[src/rtl/apm_pkg.sv]
package apm_pkg;
  localparam int unsigned BYTE_W     = 8;
  localparam int unsigned SMI_EN_BIT = 1;
  localparam logic [BYTE_W-1:0] CMD_ACPI_ON  = 8'hF1;
  localparam logic [BYTE_W-1:0] CMD_ACPI_OFF = 8'hF0;

  typedef enum logic [1:0] {
    CMD_NONE = 2'd0,
    CMD_ON   = 2'd1,
    CMD_OFF  = 2'd2,
    CMD_SMI  = 2'd3
  } cmd_kind_e;
endpackage

[src/rtl/apm_cfg_reg.sv]
module apm_cfg_reg #(
  parameter int unsigned       W     = 8,
  parameter logic [W-1:0]      RST_V = '0
) (
  input  logic         clk_i,
  input  logic         rst_ni,
  input  logic         we_i,
  input  logic [W-1:0] d_i,
  output logic [W-1:0] q_o
);
  always_ff @(posedge clk_i or negedge rst_ni) begin
    if (!rst_ni)   q_o <= RST_V;
    else if (we_i) q_o <= d_i;
  end
endmodule

[src/rtl/apm_cmd_decode.sv]
module apm_cmd_decode
  import apm_pkg::*;
#(
  parameter int unsigned W = BYTE_W
) (
  input  logic         we_i,
  input  logic [W-1:0] cmd_i,
  output cmd_kind_e    kind_o
);
  always_comb begin
    if (!we_i)                      kind_o = CMD_NONE;
    else if (cmd_i == CMD_ACPI_ON)  kind_o = CMD_ON;
    else if (cmd_i == CMD_ACPI_OFF) kind_o = CMD_OFF;
    else                            kind_o = CMD_SMI;
  end
endmodule

[src/rtl/apm_state_reg.sv]
module apm_state_reg
  import apm_pkg::*;
#(
  parameter int unsigned W = BYTE_W
) (
  input  logic         clk_i,
  input  logic         rst_ni,
  input  cmd_kind_e    kind_i,
  input  logic [W-1:0] cmd_i,
  output logic         mode_o,
  output logic [W-1:0] last_o
);
  always_ff @(posedge clk_i or negedge rst_ni) begin
    if (!rst_ni) begin
      mode_o <= 1'b0;
      last_o <= '0;
    end else begin
      if (kind_i != CMD_NONE) last_o <= cmd_i;
      if (kind_i == CMD_ON)       mode_o <= 1'b1;
      else if (kind_i == CMD_OFF) mode_o <= 1'b0;
    end
  end
endmodule

[src/rtl/apm_cmd_port.sv]
module apm_cmd_port
  import apm_pkg::*;
#(
  parameter bit SMM_PRESENT = 1'b1
) (
  input  logic              clk_i,
  input  logic              rst_ni,
  input  logic              cmd_we_i,
  input  logic [BYTE_W-1:0] cmd_data_i,
  input  logic              cfg_we_i,
  input  logic [BYTE_W-1:0] cfg_data_i,
  output logic [BYTE_W-1:0] cfg_o,
  output logic              acpi_mode_o,
  output logic              smi_req_o,
  output logic [BYTE_W-1:0] cmd_last_o
);
  // without SMM the enable bit starts set: set-up counts as done
  localparam logic [BYTE_W-1:0] CFG_RST =
    SMM_PRESENT ? '0 : (BYTE_W'(1) << SMI_EN_BIT);

  cmd_kind_e kind;

  apm_cfg_reg #(.W(BYTE_W), .RST_V(CFG_RST)) u_cfg (
    .clk_i (clk_i),
    .rst_ni(rst_ni),
    .we_i  (cfg_we_i),
    .d_i   (cfg_data_i),
    .q_o   (cfg_o)
  );

  apm_cmd_decode #(.W(BYTE_W)) u_dec (
    .we_i  (cmd_we_i),
    .cmd_i (cmd_data_i),
    .kind_o(kind)
  );

  apm_state_reg #(.W(BYTE_W)) u_st (
    .clk_i (clk_i),
    .rst_ni(rst_ni),
    .kind_i(kind),
    .cmd_i (cmd_data_i),
    .mode_o(acpi_mode_o),
    .last_o(cmd_last_o)
  );

  assign smi_req_o = (kind == CMD_SMI) && cfg_o[SMI_EN_BIT];
endmodule

[config.mk]
export PLATFORM = sky130hd
export DESIGN_NAME = apm_cmd_port
export DESIGN_NICKNAME = d
export VERILOG_FILES = /design/src/rtl/apm_pkg.sv /design/src/rtl/apm_cfg_reg.sv /design/src/rtl/apm_cmd_decode.sv /design/src/rtl/apm_state_reg.sv /design/src/rtl/apm_cmd_port.sv
export SDC_FILE = /design/constraint.sdc
export NUM_CORES = 1
export LEC_CHECK = 0
export BUFFER_PORTS_ARGS = -buffer_cell sky130_fd_sc_hd__buf_2
export CORE_MARGIN = 2
export CORE_UTILIZATION = 45
export DETAILED_ROUTE_END_ITERATION = 12
export PLACE_DENSITY = 0.8
export SLEW_MARGIN = 30
export SYNTH_ARGS = -nofsm -noshare
export SYNTH_HDL_FRONTEND = slang
export SYNTH_SLANG_ARGS = --single-unit
[constraint.sdc]
create_clock -name clk_i -period 2.8 [get_ports clk_i]
set_clock_uncertainty 0.15 [all_clocks]
set_input_delay 0.28 -clock clk_i [delete_from_list [all_inputs] [get_ports clk_i]]
set_output_delay 0.28 -clock clk_i [all_outputs]
set_load 0.05 [all_outputs]
# After elaboration in Yosys (flattened, before gate mapping)
# Index checks and enable logic that the tools add are counted.
# totals
memories	0
latch_bits	0
input_bits	20
rom_bits	0
elab_cells	16
output_inout_bits	18
ramBits	0
register_bits	17
# classes
bitwise_logic	0
n_mux	5
div	0
n_eq_ne	5
n_reduce_logical	3
n_shift	0
order_cmp	0
addsub	0
multipliers	0
# op_table
operator	n
8-bit equality test, second input constant	2
2-bit equality test, second input constant	2
2-bit two-way mux	2
2-bit nonzero test	2
1-bit two-way mux	3
2-bit by 1-bit equality test with 1-bit output, second input constant	1
1-bit logical AND	1

# Longest topological paths before layout
# Gate-level depths: netlist of run 1.
# logic_depth
ltp_word	7
depth_mapped	5
depth_no_buf	5

# Hierarchy
# A second synthesis of run 1 with hierarchy kept.
# hier_totals
cells_unflattened	47
hier_area_um2	774.5
# modules_own_cells
module	seq_area_each_um2	instances	area_per_inst_um2	cells_each
apm_state_reg	225.2	1	400.4	23
apm_cfg_reg	200.2	1	331.6	17
apm_cmd_decode	0.0	1	36.3	6
apm_cmd_port	0.0	1	6.3	1

# Worst setup path before layout of run 1
# OpenSTA, ideal clock, no wires.
# synth_path
path_type	input to register
from	input port cmd_data_i[1]
to	register u_st.last_o[0]
setup_time_ps	125
path_stages	5
n_path_buf	1
required_time_ps	2525
arrival_time_ps	1759
setup_slack_ps	767
cell_sequence	or4b_4 -> o21ai_0 -> ha_1 -> clkbuf_1 -> mux2_2
# synth_between
elab_chain_len	5
word_cells_on_any_way	6
cone_classes	eq/ne (2); mux (3); reduce/logical (1)
# synth_rtl
item	line_no	text
start: declaration	apm_cmd_port.sv:9	input logic [BYTE_W-1:0] cmd_data_i,
8-bit equality test	apm_cmd_decode.sv:13	else if (cmd_i == CMD_ACPI_OFF) kind_o = CMD_OFF;
1-bit two-way mux	apm_cmd_decode.sv:13	
2-bit two-way mux (*)	apm_cmd_decode.sv:12	else if (cmd_i == CMD_ACPI_ON) kind_o = CMD_ON;
2-bit two-way mux (*)	apm_cmd_decode.sv:11	if (!we_i) kind_o = CMD_NONE;
2-bit nonzero test (*)	apm_state_reg.sv:18	if (kind_i != CMD_NONE) last_o <= cmd_i;
end signal: assignment	apm_state_reg.sv:18	
end: declaration	apm_state_reg.sv:11	output logic [W-1:0] last_o
# Mark *: on every way between the ends. The rest lies on a longest branch, timed or not.
# A chain may end at the register's enable or synchronous reset.

# Worst setup path in the final report of run 1
# layout_path
from	input port cmd_data_i[1]
to	output port smi_req_o
# layout_between
elab_chain_len	6
word_cells_on_any_way	7
cone_classes	eq/ne (3); mux (3); reduce/logical (1)
# layout_rtl
item	line_no	text
8-bit equality test	apm_cmd_decode.sv:13	
1-bit two-way mux	apm_cmd_decode.sv:13	
2-bit two-way mux (*)	apm_cmd_decode.sv:12	
2-bit two-way mux (*)	apm_cmd_decode.sv:11	
2-bit equality test (*)	apm_cmd_port.sv:46	assign smi_req_o = (kind == CMD_SMI) && cfg_o[SMI_EN_BIT];
1-bit logical AND (*)	apm_cmd_port.sv:46	
end: declaration	apm_cmd_port.sv:14	output logic smi_req_o,
# Marked as above.

==> flow_summary.ini, run 1 <==
[run_status]
status = completed

[worst_setup_path]
rr_worst_depth = 1
cp_top_family = simple AND/OR/NAND/NOR gates
max_stage_delay_ps = 550
critPathLaunchType = primary input
end_kind = output port
critPathBufInv = 2
ff2ff_setup_slack_ps = 1890
crit_top_cell = buf_2
cp_max_fo = 4
arrival_ps = 1630
timing.rr.start = u_cfg.q_o[3]
crit_cells = 6
crit_type = in -> out
required_ps = 2370
slowest_stage = or4b_4
reg2reg_to = u_cfg.q_o[3]
crit_chain = buf_2, or4b_4, o21a_1, ha_1, and2_1, buf_2

[drt]
drt-total-wl_um = 1360
drt_iter0_markers = 0
wire_per_inst_um = 13.0
vias = 528
drc = 0
via_per_inst = 5.08
firstDrtPassIters = 1
antenna_left = 0

[clock_network]
clock-sinks = 17
path_clk_slew_ps = 90
numCtsBuffers = 3
clockRootBuffer = clkbuf_4
htreeDepth = 1
clock_latency_ps = 270
clock_path_buffers = 2
post-cts-setup-buffers = 0
cts_tree = built
post_cts_resized = 0

[sta]
slew_headroom_pct = 75.2
hold_violations = 0
layout_min_cycle_time_ps = 2060
rsz0062_at_grt = false
fmax_mhz = 486
slew_violations = 0
finalSetupViolations = 0
fin_crit_sh_pct = 73.6
worst_pin_slew_ps = 372
final.setup.tns_ps = 0

[synth]
synth_area_sq_um = 727
ys_seq_area_share_pct = 58.5
ys_types = 15
yosys_register_bits = 17
avgSynthCellArea_sq_um = 15.1
synth_cells = 48
synth_fp_nets = 70
yosysWarnings = 0

[layout]
nNetsFinal = 111
finish.cell_count_without_fillers = 104
final_common_cell = buf_2
most-common-layout-cells = buf_2, dfrtp_1, mux2_2
syn2layout_area_growth_pct = 32.2
drive_gt1_share_pct = 67.0
diodes = 0

[global_routing]
grt_use_total_pct = 15.4
grt_pass1_wl_um = 2170
grt_max_degree = 18
grt_pass1_vias = 526
antenna_found_initial = 0
globalRoute.totalOverflow = 0

[run]
cap_violations = 0

[floorplan]
pin_count = 38
die_y_um = 44.2
core_sq_um = 1510
die_area_sq_um = 1950
fp-row-count = 14
die_x_um = 44.2
start_util_pct = 48.3

[placement]
portBuffers = 37
place_inst = 99
place.gp.congestion = 0.793

[power_and_ir_drop]
power_density_nw_per_um2 = 585
ir_drop_mv = 0.359
p_leak_uw = 0.000465

[worst_hold_path]
hold_path_depth = 2
min_from = cfg_data_i[5]
hold_end = u_cfg.q_o[5]
hp-class = in -> reg
## routing by layer
layer / vias up / share of wire, % / wire, um / track usage (%)
met1: 261 / 41 / 561 / 18.2
met2: 12 / 53 / 721 / 26.8
li1: 253 / - / - / -
met4: 0 / 1.4 / 19 / 9.09
met5: - / 0 / 0 / 0
met3: 2 / 4.1 / 55 / 1.63
## flip-flops by register name, indices dropped and copies added, names as in the netlist
register / flops
u_st.last_o: 8
u_st.mode_o: 1
u_cfg.q_o: 8
## worst max-delay path by stage
stage	from	endpoint	slack, ps
floorplan	cmd_data_i[1]	u_st.last_o[0]	770
global placement	cmd_data_i[1]	u_st.last_o[6]	660
detailed placement	cmd_data_i[1]	u_st.last_o[0]	630
CTS	cmd_data_i[1]	smi_req_o	730
global route	cmd_data_i[1]	smi_req_o	680
finish	cmd_data_i[1]	smi_req_o	740
## per-stage QoR
stage | setup slack [ps] | power, uW | hold slack [ps] | util [%] | area [sq um]
finish | 740 | 562 | 82.5 | 63.8 | 961
global route | 682 | 593 | 72.8 | 63.8 | 961
CTS | 727 | 571 | 74.7 | 63.8 | 961
detailed placement | 625 | 446 | 67.7 | 61.4 | 925
global placement | 656 | 442 | 67.6 | 61.4 | 925
floorplan | 767 | 396 | -166 | - | 727
## power breakdown
group / switching, uW / internal [uW] / total [uW]
clock network: 67.6 / 55.1 / 123
registers: 9.57 / 267 / 276
logic: 114 / 49.7 / 163
## cells in the mapped netlist
library cell  instances  area, sq um
and2_1                1         6.26
or2_2                 1         6.26
nand4_1               1         6.26
o41ai_1               1         8.76
inv_1                 1         3.75
ha_1                  2         25.0
o21ai_0               1         5.00
nand2_1               1         3.75
mux2_2               16          180
o21a_1                1         7.51
clkbuf_1              2         7.51
dfrtp_1              17          425
or4b_4                1         13.8
o32ai_2               1         16.3
o41a_1                1         11.3
## what timing repair did
item / 4_1_cts / 5_1_grt
endpoints found under the setup margin: 0 / 0
hold buffers: 1 / 0
endpoints found under the hold margin: 17 / 0
## area by class of cell
| cell class | count | area, sq um |
|---|---|---|
| multi-input cells | 28 | 290 |
| well taps | 16 | 20.0 |
| flip-flops and latches | 17 | 425 |
| inverters | 1 | 3.75 |
| fillers | 126 | 546 |
| clock buffers | 4 | 26.3 |
| repair buffers | 38 | 195 |
## cells by family after synthesis
kind of cell	count (synthesis)	share of synthesized area [%]
flops	17	58.5
mux	16	24.8
compound gates	5	6.71
simple gates	5	4.99
buf+inv	3	1.55
fa+ha+maj	2	3.44
(Power assumes the default switching activity.)
==> inputs of run 2 (changes only) <==
--- a/config.mk
+++ b/config.mk
@@ -5,11 +5,12 @@
 export SDC_FILE = /design/constraint.sdc
 export NUM_CORES = 1
 export LEC_CHECK = 0
+export ABC_AREA = 1
 export BUFFER_PORTS_ARGS = -buffer_cell sky130_fd_sc_hd__buf_2
 export CORE_MARGIN = 2
-export CORE_UTILIZATION = 45
+export CORE_UTILIZATION = 39
 export DETAILED_ROUTE_END_ITERATION = 12
-export PLACE_DENSITY = 0.8
+export PLACE_DENSITY = 0.73
 export SLEW_MARGIN = 30
 export SYNTH_ARGS = -nofsm -noshare
 export SYNTH_HDL_FRONTEND = slang
==> constraint.sdc (replaced) <==
create_clock -name clk_i -period 1.7 [get_ports clk_i]
set_clock_uncertainty 0.15 [all_clocks]
set_input_delay 0.17 -clock clk_i [delete_from_list [all_inputs] [get_ports clk_i]]
set_output_delay 0.17 -clock clk_i [all_outputs]
set_load 0.05 [all_outputs]
==> run 2 against run 1 <==
Net effect:
- cell area rose by 19%
- critical path depth rose by 5
- area after synthesis rose by 4.1%
- final cell count rose by 43%
- register-to-register slack got worse by 1100 ps
- clock-buffer cell count fell by 1
- utilization rose by 0.49 points
- non-clock buffer count rose by 16
- global-route usage rose by 0.72 points
- routed wire length rose by 22%
- worst setup slack got worse by 550 ps
- sequential share of layout area fell by 7.2 points
- largest cell class unchanged
==> flow_summary.ini, run 2 <==
[drt]
antenna_left = 0
vias = 654
drc = 0
drt-total-wl_um = 1660
wire_per_inst_um = 11.1
firstDrtPassIters = 4
drt_iter0_markers = 11
via_per_inst = 4.39

[synth]
avgSynthCellArea_sq_um = 11.1
ys_seq_area_share_pct = 56.2
synth_cells = 68
ys_dominant_reg_cell = dfrtp_1
ys_types = 12
yosysWarnings = 0
synth_top_cell_by_area = dfrtp_1
synthTopCellsByCount = dfrtp_1, nand2_1, mux2_2
yosys_register_bits = 17
synth_top_area_share_pct = 56.2
synth_fp_nets = 90
synth_area_sq_um = 757
async_flop_share_pct = 100
synthTopCellsByArea = dfrtp_1, mux2_2, nand2_1
synth-edff-count = 0

[clock_network]
clockRootBuffer = clkbuf_4
htreeDepth = 1
post-cts-setup-buffers = 0
cts_tree = built
path_clk_slew_ps = 100
clock-sinks = 17
clock_path_buffers = 2
numCtsBuffers = 3
clock_latency_ps = 300

[worst_setup_path]
timing.rr.start = u_cfg.q_o[1]
required_ps = 1380
rr_worst_depth = 1
reg2reg_to = u_cfg.q_o[1]
critPathLaunchType = primary input
crit_start = cmd_data_i[1]
crit_type = in -> out
cp_max_fo = 3
arrival_ps = 1190
crit_end = smi_req_o
ff2ff_setup_slack_ps = 790
end_kind = output port

[floorplan]
pin_count = 38
fp-row-count = 15
die_y_um = 48.1
die_x_um = 48.1
core_sq_um = 1780
die_area_sq_um = 2310
start_util_pct = 42.5

[sta]
slew_headroom_pct = 75.0
slew_violations = 0
hold_violations = 0
rsz0062_at_grt = false
hold_ws_ps = 9.16
layout_min_cycle_time_ps = 1510
fin_crit_sh_pct = 88.9
final.setup.tns_ps = 0
finalSetupViolations = 0
fmax_mhz = 662
worst_pin_slew_ps = 375

[global_routing]
antenna_found_initial = 0
globalRoute.totalOverflow = 0
grt_max_degree = 18
grt_pass1_vias = 604
grt_use_total_pct = 16.1
grt_pass1_wl_um = 2460

[layout]
most-common-layout-cells = buf_2, nand2_1, dfrtp_1
final_common_cell = buf_2
postLayoutCellArea_sq_um = 1150
finish.cell_count_without_fillers = 149
diodes = 0
syn2layout_area_growth_pct = 51.4
fill_cells = 148
drive_gt1_share_pct = 44.4
nNetsFinal = 147
largest_registers = u_cfg.q_o x8, u_st.last_o x8, u_st.mode_o x1

[placement]
portBuffers = 37
dpl.hpwl_um = 1120
place_area_sq_um = 958
place.gp.congestion = 0.709
place_inst = 129

[run_status]
status = completed

[power_and_ir_drop]
p_leak_uw = 0.000611
power_density_nw_per_um2 = 850
ir_drop_mv = 0.489

[run]
cap_violations = 0

[worst_hold_path]
hp-class = in -> reg
min_from = cmd_data_i[1]
## run 2: changes by cell type after synthesis, moves of 2 or more
| cell | before | now |
|---|---|---|
| nand2_1 | 1 | 17 |
| inv_1 | 1 | 9 |
| mux2_2 | 16 | 10 |
| o21ai_0 | 1 | 4 |
| buf_6 | 0 | 2 |
| clkbuf_1 | 2 | 0 |
| mux2_4 | 0 | 2 |
| nor2_1 | 0 | 2 |
## run 2: per-stage QoR
step	worst slack (ps)	total power (uW)	util, %
6_report	190	975	64.3
5_1_grt	59.9	1020	64.3
4_1_cts	206	979	64.3
3_5_place_dp	94.2	734	53.8
3_3_place_gp	132	729	53.8
2_1_floorplan	287	658	-
## run 2: power by group
part | switching [uW] | internal [uW]
Clock | 133 | 87.8
Sequential | 17.0 | 439
Combinational | 196 | 102
## run 2: layer usage
| metal | GRT usage (%) | wire, um | part of all wire, % |
|---|---|---|---|
| met3 | 3.77 | 69 | 4.2 |
| met4 | 8.11 | 27 | 1.6 |
| met1 | 18.0 | 678 | 41 |
| met5 | 0 | 0 | 0 |
| met2 | 28.3 | 881 | 53 |
## run 2: worst min-delay path by stage
stage | endpoint | slack, ps | depth (start not counted)
floorplan | u_cfg.q_o[0] | -280 | 0
global placement | u_cfg.q_o[3] | -50 | 1
detailed placement | u_cfg.q_o[0] | -40 | 1
CTS | u_st.last_o[1] | 5 | 3
global route | u_st.last_o[1] | 30 | 3
finish | u_st.last_o[1] | 9 | 3
## run 2: worst max-delay path: stages
cell,delay (ps)
buf_2,90
inv_1,70
nand2_1,60
nor2_1,160
nand2_1,70
nand2_1,80
inv_1,50
ha_1,170
nand2_1,50
inv_1,30
buf_2,200
## run 2: logic make-up (layout without fill, tap and decap cells)
group                    after synthesis  in the layout  synth area share (%)
buffers and inverters                 11             67                  7.44
multiplexers                          12             12                  18.8
AO/OA/AOI/OAI                          5              5                  3.31
flip-flops                            17             17                  56.2
adder cells (fa/ha/maj)                2              2                  3.31
AND/OR/NAND/NOR                       21             21                  10.9
## run 2: final cells by class
cell class                      instances  area [sq um]  area share [%]
Clock buffer                            3          22.5            1.97
Clock inverter                          1          5.00           0.437
Inverter                                9          33.8            2.95
Multi-Input combinational cell         40           275            24.0
Sequential cell                        17           425            37.1
Tap cell                               25          31.3            2.73
Timing Repair Buffer                   54           353            30.8
## run 2: what timing repair did
action / CTS / global route
resized for setup: 0 / 0
hold endpoints to repair: 32 / 0
hold buffers: 16 / 0
